`config.mk`:
```
export PLATFORM = sky130hd
export DESIGN_NAME = color_rot_seq
export DESIGN_NICKNAME = d
export VERILOG_FILES = /design/src/rtl/seq_pkg.sv /design/src/rtl/seq_edge.sv /design/src/rtl/seq_pointer.sv /design/src/rtl/seq_codes.sv /design/src/rtl/color_rot_seq.sv
export SDC_FILE = /design/constraint.sdc
export NUM_CORES = 1
export LEC_CHECK = 0
export ABC_AREA = 1
export BUFFER_PORTS_ARGS = -buffer_cell sky130_fd_sc_hd__buf_2
export CAP_MARGIN = 20
export CORE_ASPECT_RATIO = 1.75
export CORE_UTILIZATION = 30
export DETAILED_ROUTE_END_ITERATION = 10
export MAX_ROUTING_LAYER = met4
export PLACE_DENSITY = 0.65
export SLEW_MARGIN = 20
export SYNTH_ARGS = -nofsm -noshare
export SYNTH_HDL_FRONTEND = slang
export SYNTH_HIERARCHICAL = 1
export SYNTH_SLANG_ARGS = --single-unit
export TNS_END_PERCENT = 100
```
`constraint.sdc`:
```
create_clock -name clk -period 2.2 [get_ports clk]
set_input_delay 0.22 -clock clk [delete_from_list [all_inputs] [get_ports clk]]
set_output_delay 0.22 -clock clk [all_outputs]
set_load 0.01 [all_outputs]
```
`src/rtl/seq_pkg.sv`:
```
package seq_pkg;
  typedef enum logic [1:0] {
    CH_RED = 2'd0,
    CH_GRN = 2'd1,
    CH_BLU = 2'd2
  } chan_e;

  localparam logic [1:0] M_SINGLE = 2'b00;
  localparam logic [1:0] M_DUAL   = 2'b01;
  localparam logic [1:0] M_TRIPLE = 2'b10;
  localparam logic [1:0] M_LINE   = 2'b11;

  localparam int NUM_CH = 3;

  function automatic chan_e rot3(chan_e c);
    case (c)
      CH_RED:  return CH_GRN;
      CH_GRN:  return CH_BLU;
      default: return CH_RED;
    endcase
  endfunction

  function automatic chan_e rot2(chan_e c);
    return (c == CH_RED) ? CH_GRN : CH_RED;
  endfunction
endpackage

```
`src/rtl/seq_edge.sv`:
```
module seq_edge #(
  parameter int WIDTH = 2
) (
  input  logic             clk,
  input  logic             rst_n,
  input  logic [WIDTH-1:0] sig,
  output logic [WIDTH-1:0] fall
);
  logic [WIDTH-1:0] prev_q;

  always_ff @(posedge clk) begin
    if (!rst_n) prev_q <= '0;
    else        prev_q <= sig;
  end

  for (genvar i = 0; i < WIDTH; i++) begin : g_bit
    assign fall[i] = prev_q[i] & ~sig[i];
  end
endmodule

```
`src/rtl/seq_pointer.sv`:
```
module seq_pointer
  import seq_pkg::*;
(
  input  logic       clk,
  input  logic       rst_n,
  input  logic [1:0] cfg_mode,
  input  logic       mode_wr,
  input  logic       sync_lvl,
  input  logic       conv_fall,
  input  logic       sync_fall,
  output chan_e      ptr_next,
  output logic       upd,
  output chan_e      ptr,
  output logic       sample_all
);
  chan_e lptr, lptr_n;
  logic  armed, armed_n;
  logic  pix_mode;

  assign pix_mode = (cfg_mode == M_DUAL) || (cfg_mode == M_TRIPLE);
  assign upd      = conv_fall | sync_lvl | sync_fall | mode_wr;

  // line colour pointer for the line-rate scheme
  always_comb begin
    lptr_n  = lptr;
    armed_n = armed;
    if (mode_wr && cfg_mode == M_LINE) begin
      lptr_n  = CH_RED;
      armed_n = 1'b1;
    end else if (sync_fall && cfg_mode == M_LINE) begin
      if (armed) armed_n = 1'b0;
      else       lptr_n  = rot3(lptr);
    end
  end

  // next channel pointer, applied only on an update event
  always_comb begin
    ptr_next = ptr;
    case (cfg_mode)
      M_SINGLE: ptr_next = CH_RED;
      M_DUAL: begin
        if (sync_lvl)       ptr_next = CH_RED;
        else if (conv_fall) ptr_next = rot2(ptr);
      end
      M_TRIPLE: begin
        if (sync_lvl)       ptr_next = CH_RED;
        else if (conv_fall) ptr_next = rot3(ptr);
      end
      default: ptr_next = lptr_n;
    endcase
  end

  always_ff @(posedge clk) begin
    if (!rst_n) begin
      ptr        <= CH_RED;
      lptr       <= CH_RED;
      armed      <= 1'b1;
      sample_all <= 1'b0;
    end else begin
      lptr  <= lptr_n;
      armed <= armed_n;
      if (upd) ptr <= ptr_next;
      sample_all <= conv_fall & ~sync_lvl & pix_mode & (ptr_next == CH_RED);
    end
  end
endmodule

```
`src/rtl/seq_codes.sv`:
```
module seq_codes
  import seq_pkg::*;
#(
  parameter int GAIN_W = 6,
  parameter int OFS_W  = 8
) (
  input  logic                     clk,
  input  logic                     rst_n,
  input  logic                     load,
  input  chan_e                    sel,
  input  logic [NUM_CH*GAIN_W-1:0] gains,
  input  logic [NUM_CH*OFS_W-1:0]  offs,
  output logic [GAIN_W-1:0]        gain_q,
  output logic [OFS_W-1:0]         ofs_q
);
  logic [GAIN_W-1:0] g_arr [NUM_CH];
  logic [OFS_W-1:0]  o_arr [NUM_CH];
  logic [GAIN_W-1:0] g_pick;
  logic [OFS_W-1:0]  o_pick;

  for (genvar i = 0; i < NUM_CH; i++) begin : g_slot
    assign g_arr[i] = gains[i*GAIN_W +: GAIN_W];
    assign o_arr[i] = offs[i*OFS_W +: OFS_W];
  end

  always_comb begin
    case (sel)
      CH_GRN: begin g_pick = g_arr[1]; o_pick = o_arr[1]; end
      CH_BLU: begin g_pick = g_arr[2]; o_pick = o_arr[2]; end
      default: begin g_pick = g_arr[0]; o_pick = o_arr[0]; end
    endcase
  end

  always_ff @(posedge clk) begin
    if (!rst_n) begin
      gain_q <= '0;
      ofs_q  <= '0;
    end else if (load) begin
      gain_q <= g_pick;
      ofs_q  <= o_pick;
    end
  end
endmodule

```
`src/rtl/color_rot_seq.sv`:
```
module color_rot_seq
  import seq_pkg::*;
#(
  parameter int GAIN_W = 6,
  parameter int OFS_W  = 8
) (
  input  logic              clk,
  input  logic              rst_n,
  input  logic              conv_clk,
  input  logic              line_sync,
  input  logic [1:0]        cfg_mode,
  input  logic              mode_wr,
  input  logic [GAIN_W-1:0] gain_r,
  input  logic [GAIN_W-1:0] gain_g,
  input  logic [GAIN_W-1:0] gain_b,
  input  logic [OFS_W-1:0]  ofs_r,
  input  logic [OFS_W-1:0]  ofs_g,
  input  logic [OFS_W-1:0]  ofs_b,
  output logic [1:0]        chan,
  output logic [GAIN_W-1:0] gain_sel,
  output logic [OFS_W-1:0]  ofs_sel,
  output logic              sample_all,
  output logic              bus_oe
);
  logic [1:0] falls;
  chan_e      ptr, ptr_next;
  logic       upd;

  seq_edge #(.WIDTH(2)) u_edge (
    .clk  (clk),
    .rst_n(rst_n),
    .sig  ({line_sync, conv_clk}),
    .fall (falls)
  );

  seq_pointer u_ptr (
    .clk       (clk),
    .rst_n     (rst_n),
    .cfg_mode  (cfg_mode),
    .mode_wr   (mode_wr),
    .sync_lvl  (line_sync),
    .conv_fall (falls[0]),
    .sync_fall (falls[1]),
    .ptr_next  (ptr_next),
    .upd       (upd),
    .ptr       (ptr),
    .sample_all(sample_all)
  );

  seq_codes #(.GAIN_W(GAIN_W), .OFS_W(OFS_W)) u_codes (
    .clk   (clk),
    .rst_n (rst_n),
    .load  (upd),
    .sel   (ptr_next),
    .gains ({gain_b, gain_g, gain_r}),
    .offs  ({ofs_b, ofs_g, ofs_r}),
    .gain_q(gain_sel),
    .ofs_q (ofs_sel)
  );

  assign chan   = ptr;
  assign bus_oe = ~line_sync;
endmodule

```
==> results.txt, run 1 <==
Grt total ovfl -> 0
Syn Nets -> 263
Endpoints failing hold -> 0
Final setup viols -> 0
Post-CTS sizing -> 0
Startpoint types -> flip-flop
Distinct cells, synth -> 21
Max Cap Viol -> 0
CTS tree -> built
Setup TNS Final -> 0 ps
Hold buffer count at CTS -> 0
Crit path DAT -> 2160 ps
Die Wd -> 53.80 um
Final Util -> 40.99%
Clk root buf -> clkbuf_8
Global routing usage on met1 -> 17.07%
Routed wire per std cell -> 11.50 um
Max clock buf depth -> 2
Peak supply drop -> 0.0002573 V
Slew headroom -> 77.40%
First-pass GRT wire length -> 5.968 mm
N_diodes -> 0
RSZ-0062 raised after global routing -> no
Fin crit period -> 2007 ps
#FFs+latches synth -> 22
Layout cells sized above 1 -> 37.73%
CTS buffer count -> 3
GRT met2 Usage -> 31.38%
Post-synth top flop -> dfxtp_1
Fmax -> 498.1 MHz
Overall Power -> 900.1 uW
Die height -> 92.66 um
Status -> finished, final reports clean
Clock Skew -> 1.715 ps
Worst Tran Pin Value -> 338.5 ps
Via/cell ratio -> 4.611
Ys async rst share -> 0%
Worst-path clk slew -> 80 ps
Total track usage -> 16.68%
Layout Area Growth over Synthesis -> 29.31%
CP Max Fanout -> 10
Final ANT Viol Nets -> 0
# port buffers -> 66
Final Max Slew Viols -> 0
Worst hold path type -> primary input to flip-flop
Antenna violations before repair -> 0
Met3 Track Usage GR -> 2.135%
DR DRC count -> 0
Final period util -> 91.25%
CP Class -> flip-flop to flip-flop
Layout net count -> 330
1st-iter DRT viols -> 19
Clock Sink Count -> 22
YS warnings -> 6
Core Footprint -> 0.004444 mm2
Sequential fraction of the synthesis area -> 31.26%
Pleak -> 0.9868 nW
WL final -> 3.727 mm
Largest net degree at the start of global routing -> 21
Vias in the first global route -> 1,393
Number of synthesized flops with an enable pin -> 0
Fillers -> 501
Mapped Cells -> 208
Pre-Repair DR Iteration Count -> 4
Initial Utilization -> 31.70%
Row count -> 32
Die ar. -> 0.004985 mm2
Via count of the routed design -> 1,494
Top-Level Pins -> 67
Placer Congestion -> 0.7789
Clock Latency Late Sink -> 260 ps
Gr busiest metal -> met2
H-tree levels -> 1
Pwr per Cell Area -> 494.1 mW/mm2
CP endpoint kind -> flip-flop
Post-CTS Setup Bufs -> 0
Crit path required time -> 2360 ps
DP HPWL -> 2.902 mm
Mapped Area -> 0.001409 mm2
Mapped Avg Cell Area -> 6.773 um2
## synth_stat cells, types with 3 or more instances
cell type  count  share of area, %
a21oi_1        8               2.8
a21oi_2       21                13
buf_6          4               3.2
dfxtp_1       22                31
ha_1           6               5.3
inv_1         24               6.4
inv_2          3              0.80
nand2_1       75                20
nand3_1        8               2.8
nor2_1         8               2.1
o21ai_0       15               5.3
## per-layer routing
layer	part of all wire, %	vias up
met5	0	-
met4	0.91	0
met3	4.3	4
met2	56	44
met1	39	662
li1	-	784
## metrics by stage
step           cells  worst slack (ps)  area (um2)  hold slack, ps
6_report         324             192.5        1822           145.0
3_3_place_gp     321             175.7        1775           418.4
3_5_place_dp     321             118.7        1775           417.4
5_1_grt          324             9.299        1822           162.1
2_1_floorplan    208             443.5        1409           304.1
4_1_cts          324             167.9        1817           141.7
## cell type report
| class | count | area (um2) | area share (%) |
|---|---|---|---|
| Multi-Input combinational cell | 152 | 807.0 | 44.30 |
| Sequential cell | 22 | 440.4 | 24.18 |
| Timing Repair Buffer | 69 | 365.4 | 20.05 |
| Inverter | 27 | 103.9 | 5.701 |
| Tap cell | 51 | 63.81 | 3.503 |
| Clock buffer | 3 | 41.29 | 2.266 |
## registers in the layout, summed over array words and instances (netlist names)
register          flops
u_codes/ofs_q         8
u_codes/gain_q        6
u_edge/prev_q         2
u_ptr/lptr            2
u_ptr/ptr             2
u_ptr/armed           1
u_ptr/sample_all      1
## report_power, final
part,total [mW],switching (mW),leakage (nW),internal [mW]
combinational,0.206,0.114,0.783,0.0923
clock,0.257,0.135,0.0216,0.122
sequential,0.437,0.0126,0.182,0.424
## placed cells by master, fill, tap and decap left out
cell      netlist  routed
a21oi_2        21      21
ha_1            6       5
nand3_1         8       8
buf_2           2      66
ha_2            0       1
o21ai_1         1       1
nor2_1          8       8
dfxtp_1        22      22
nor3_1          1       1
a21oi_1         8       8
inv_2           3       2
o21bai_1        1       1
clkbuf_8        0       3
buf_12          0       1
inv_4           0       1
nand4_2         1       1
nand2_2         2       2
inv_1          24      24
nor2_4          1       1
nor2_2          2       2
nand2_1        75      75
buf_4           1       2
o21ai_0        15      15
nand4_1         2       2
## final timing paths
| check | startpoint | end | slack, ps | cells past startpoint |
|---|---|---|---|---|
| setup / recovery | u_edge/prev_q[1] | u_codes/ofs_q[5] | 190 | 11 |
| hold / removal | conv_clk | u_edge/prev_q[0] | 150 | 3 |
| setup reg to reg | u_edge/prev_q[1] | u_codes/ofs_q[5] | 190 | 11 |
| hold reg to reg | u_ptr/armed | u_ptr/armed | 490 | 2 |
## worst max-delay path, stage by stage, from the launching register on
cell     delay, ps
dfxtp_1        310
inv_1           30
nor2_1         200
nand3_1        140
nand2_1        110
nand4_2        120
nand2_1        120
inv_1           50
ha_1           410
buf_12         210
a21oi_2        130
a21oi_2         60
## logic make-up (layout without fill, tap and decap cells)
family,count (synthesis),count (layout),synth area share [%]
buffers and inverters,34,99,11.63
DFF,22,22,31.26
AOI/OAI and AO/OA,46,46,22.11
and+or+nand+nor,100,100,29.66
adders and majority gates,6,6,5.328
(Power assumes the default switching activity.)
==> inputs of run 2 (changes only) <==
==> constraint.sdc (replaced) <==
create_clock -name clk -period 2.4 [get_ports clk]
set_input_delay 0.24 -clock clk [delete_from_list [all_inputs] [get_ports clk]]
set_output_delay 0.24 -clock clk [all_outputs]
set_load 0.01 [all_outputs]
==> run 2 against run 1 <==
- clock skew about the same
- die area is the same
- setup slack better by 110 ps
- sequential share of layout area is 0.25 points higher
- critical path depth is the same
- clock-buffer cell count rose by 1
- final area fell by 1.0%
- critical path type unchanged
- critical endpoint unchanged
- largest power group unchanged
- highest routed layer unchanged
==> results.txt, run 2 (same netlist as run 1, synthesis figures left out) <==
Status -> finished, final reports clean
Final Util -> 40.57% (-0.42 points)
Final period util -> 87.38% (-3.9 points)
Reg2reg path depth -> 11 (unchanged)
N_diodes -> 0 (unchanged)
Depth of the worst hold-timing path -> 3 (unchanged)
Via count of the routed design -> 1,499 (+0.33%)
Worst hold path type -> primary input to flip-flop
Reg-to-reg setup timing slack -> 300 ps (+110 ps)
Clock Skew -> 1.748 ps (+0.03236 ps)
First-pass GRT wire length -> 6.065 mm (+1.6%)
Die height -> 92.66 um (unchanged)
Wire length on met1 -> 1.460 mm (+0.14%)
Layout net count -> 328 (-0.61%)
Crit path required time -> 2560 ps (+200 ps)
Die Wd -> 53.80 um (unchanged)
Biggest register -> u_codes/ofs_q
Hold WS -> 172.0 ps (+26.96 ps)
Largest net degree at the start of global routing -> 21 (unchanged)
Post-place setup slack -> 239.6 ps (+120.9 ps)
Slew headroom -> 63.70% (-14 points)
Fmax -> 476.8 MHz (-4.3%)
Fillers -> 486 (-3.0%)
Number of flip-flops in the largest register -> 8 (unchanged)
DP HPWL -> 2.871 mm (-1.1%)
Post-placement cell count -> 319 (-0.62%)
Met3 WL -> 195 um (+20%)
Die ar. -> 0.004985 mm2 (unchanged)
Final setup viols -> 0 (unchanged)
Vias in the first global route -> 1,426 (+2.4%)
Reg2reg end -> u_codes/ofs_q[5]
Row count -> 32 (unchanged)
Worst-path clk slew -> 80 ps (about the same)
Routed wire per std cell -> 11.61 um (+0.96%)
1st-iter DRT viols -> 16 (-3)
Clk root buf -> clkbuf_8
Top flop regs -> u_codes/ofs_q: 8 flops, u_codes/gain_q: 6 flops
Startpoint types -> flip-flop
CP Max Fanout -> 10 (unchanged)
CP endpoint kind -> flip-flop
Top-Level Pins -> 67 (unchanged)
Uppermost layer routed -> met4
Most frequent cells in the layout -> nand2_1 (75), buf_2 (66), inv_1 (24), dfxtp_1 (22), a21oi_2 (21)
Via/cell ratio -> 4.641 (+0.65%)
Antenna violations before repair -> 0 (unchanged)
CTS buffer count -> 3 (unchanged)
Crit path DAT -> 2250 ps (+90 ps)
Most common library cell in the layout ignoring fill and taps -> nand2_1
Pwr per Cell Area -> 473.0 mW/mm2 (-4.3%)
CTS tree -> built
Total track usage -> 16.73% (+0.044 points)
Min-delay src -> conv_clk
Setup TNS Final -> 0 ps (unchanged)
Layout cells sized above 1 -> 37.13% (-0.60 points)
Max Cap Viol -> 0 (unchanged)
Fin crit period -> 2097 ps (+89.69 ps)
Met2 wire length -> 2.012 mm (-2.9%)
R2r startpoint -> u_edge/prev_q[1]
DR DRC count -> 0 (unchanged)
Post-CTS sizing -> 0 (unchanged)
Grt total ovfl -> 0 (unchanged)
CP Class -> flip-flop to flip-flop
Pre-Repair DR Iteration Count -> 4 (unchanged)
Endpoints failing hold -> 0 (unchanged)
Worst Tran Pin Value -> 544.5 ps (+206.0 ps)
Hold EP -> u_edge/prev_q[0]
H-tree levels -> 1 (unchanged)
Hold buffer count at CTS -> 0 (unchanged)
Core Footprint -> 0.004444 mm2 (unchanged)
Final ANT Viol Nets -> 0 (unchanged)
Post-CTS Setup Bufs -> 0 (unchanged)
Clock Latency Late Sink -> 260 ps (about the same)
Final Non-Filler Cells -> 323 (-0.31%)
Peak supply drop -> 0.0002587 V (+0.55%)
Clock Sink Count -> 22 (unchanged)
Final worst setup slack -> 302.8 ps (+110.3 ps)
Final Max Slew Viols -> 0 (unchanged)
Placer Congestion -> 0.8000 (+2.7%)
Max clock buf depth -> 2 (unchanged)
Layout Area Growth over Synthesis -> 27.98%
RSZ-0062 raised after global routing -> no
Beginning of the critical path -> u_edge/prev_q[1]
WL final -> 3.751 mm (+0.64%)
Initial Utilization -> 31.70% (unchanged)
# port buffers -> 66 (unchanged)
Pleak -> 0.9794 nW (-0.75%)
[run 2: cell types whose count changed in the layout (fill, tap and decap cells not counted)]
cell,change
buf_12,-1
clkbuf_8,+1
inv_4,-1
ha_1,+1
inv_2,+1
ha_2,-1
buf_4,-1
[run 2: final cells by class]
class | count | area [um2] | area share, %
clock buffers | 4 | 55.05 | 3.053
inverters | 27 | 101.3 | 5.621
multi-input cells | 152 | 804.5 | 44.62
flip-flops and latches | 22 | 440.4 | 24.43
well taps | 51 | 63.81 | 3.539
repair buffers | 67 | 337.8 | 18.74
[run 2: through the flow]
stage / total power [mW] / instance area (um2)
floorplan: 0.5139 / 1409
global placement: 0.5945 / 1748
detailed placement: 0.5958 / 1748
CTS: 0.8700 / 1803
global route: 0.8992 / 1803
finish: 0.8529 / 1803
[run 2: power by group]
group          internal (mW)  switching, mW
Clock                  0.146          0.122
Combinational         0.0808          0.103
Sequential             0.389         0.0114
Total                  0.616          0.237
[run 2: worst max-delay path: stages (launching register included)]
cell,delay [ps]
dfxtp_1,320
inv_1,40
nor2_1,220
nand3_1,170
nand2_1,130
nand4_2,120
nand2_1,110
inv_1,50
ha_1,390
buf_4,230
a21oi_2,150
a21oi_2,60
[run 2: layer usage]
metal | vias to the layer above | global-route usage (%)
met4 | 0 | 6.360
met2 | 53 | 29.94
li1 | 782 | -
met1 | 656 | 17.51
met5 | - | -
met3 | 8 | 2.135
[run 2: worst max-delay path by stage]
stage | end | slack (ps) | cells past startpoint
global route | u_codes/gain_q[0] | 40 | 13
finish | u_codes/ofs_q[5] | 300 | 11
detailed placement | u_codes/ofs_q[6] | 240 | 11
CTS | u_codes/ofs_q[5] | 290 | 11
global placement | u_codes/ofs_q[5] | 270 | 11
floorplan | u_codes/gain_q[0] | 640 | 11
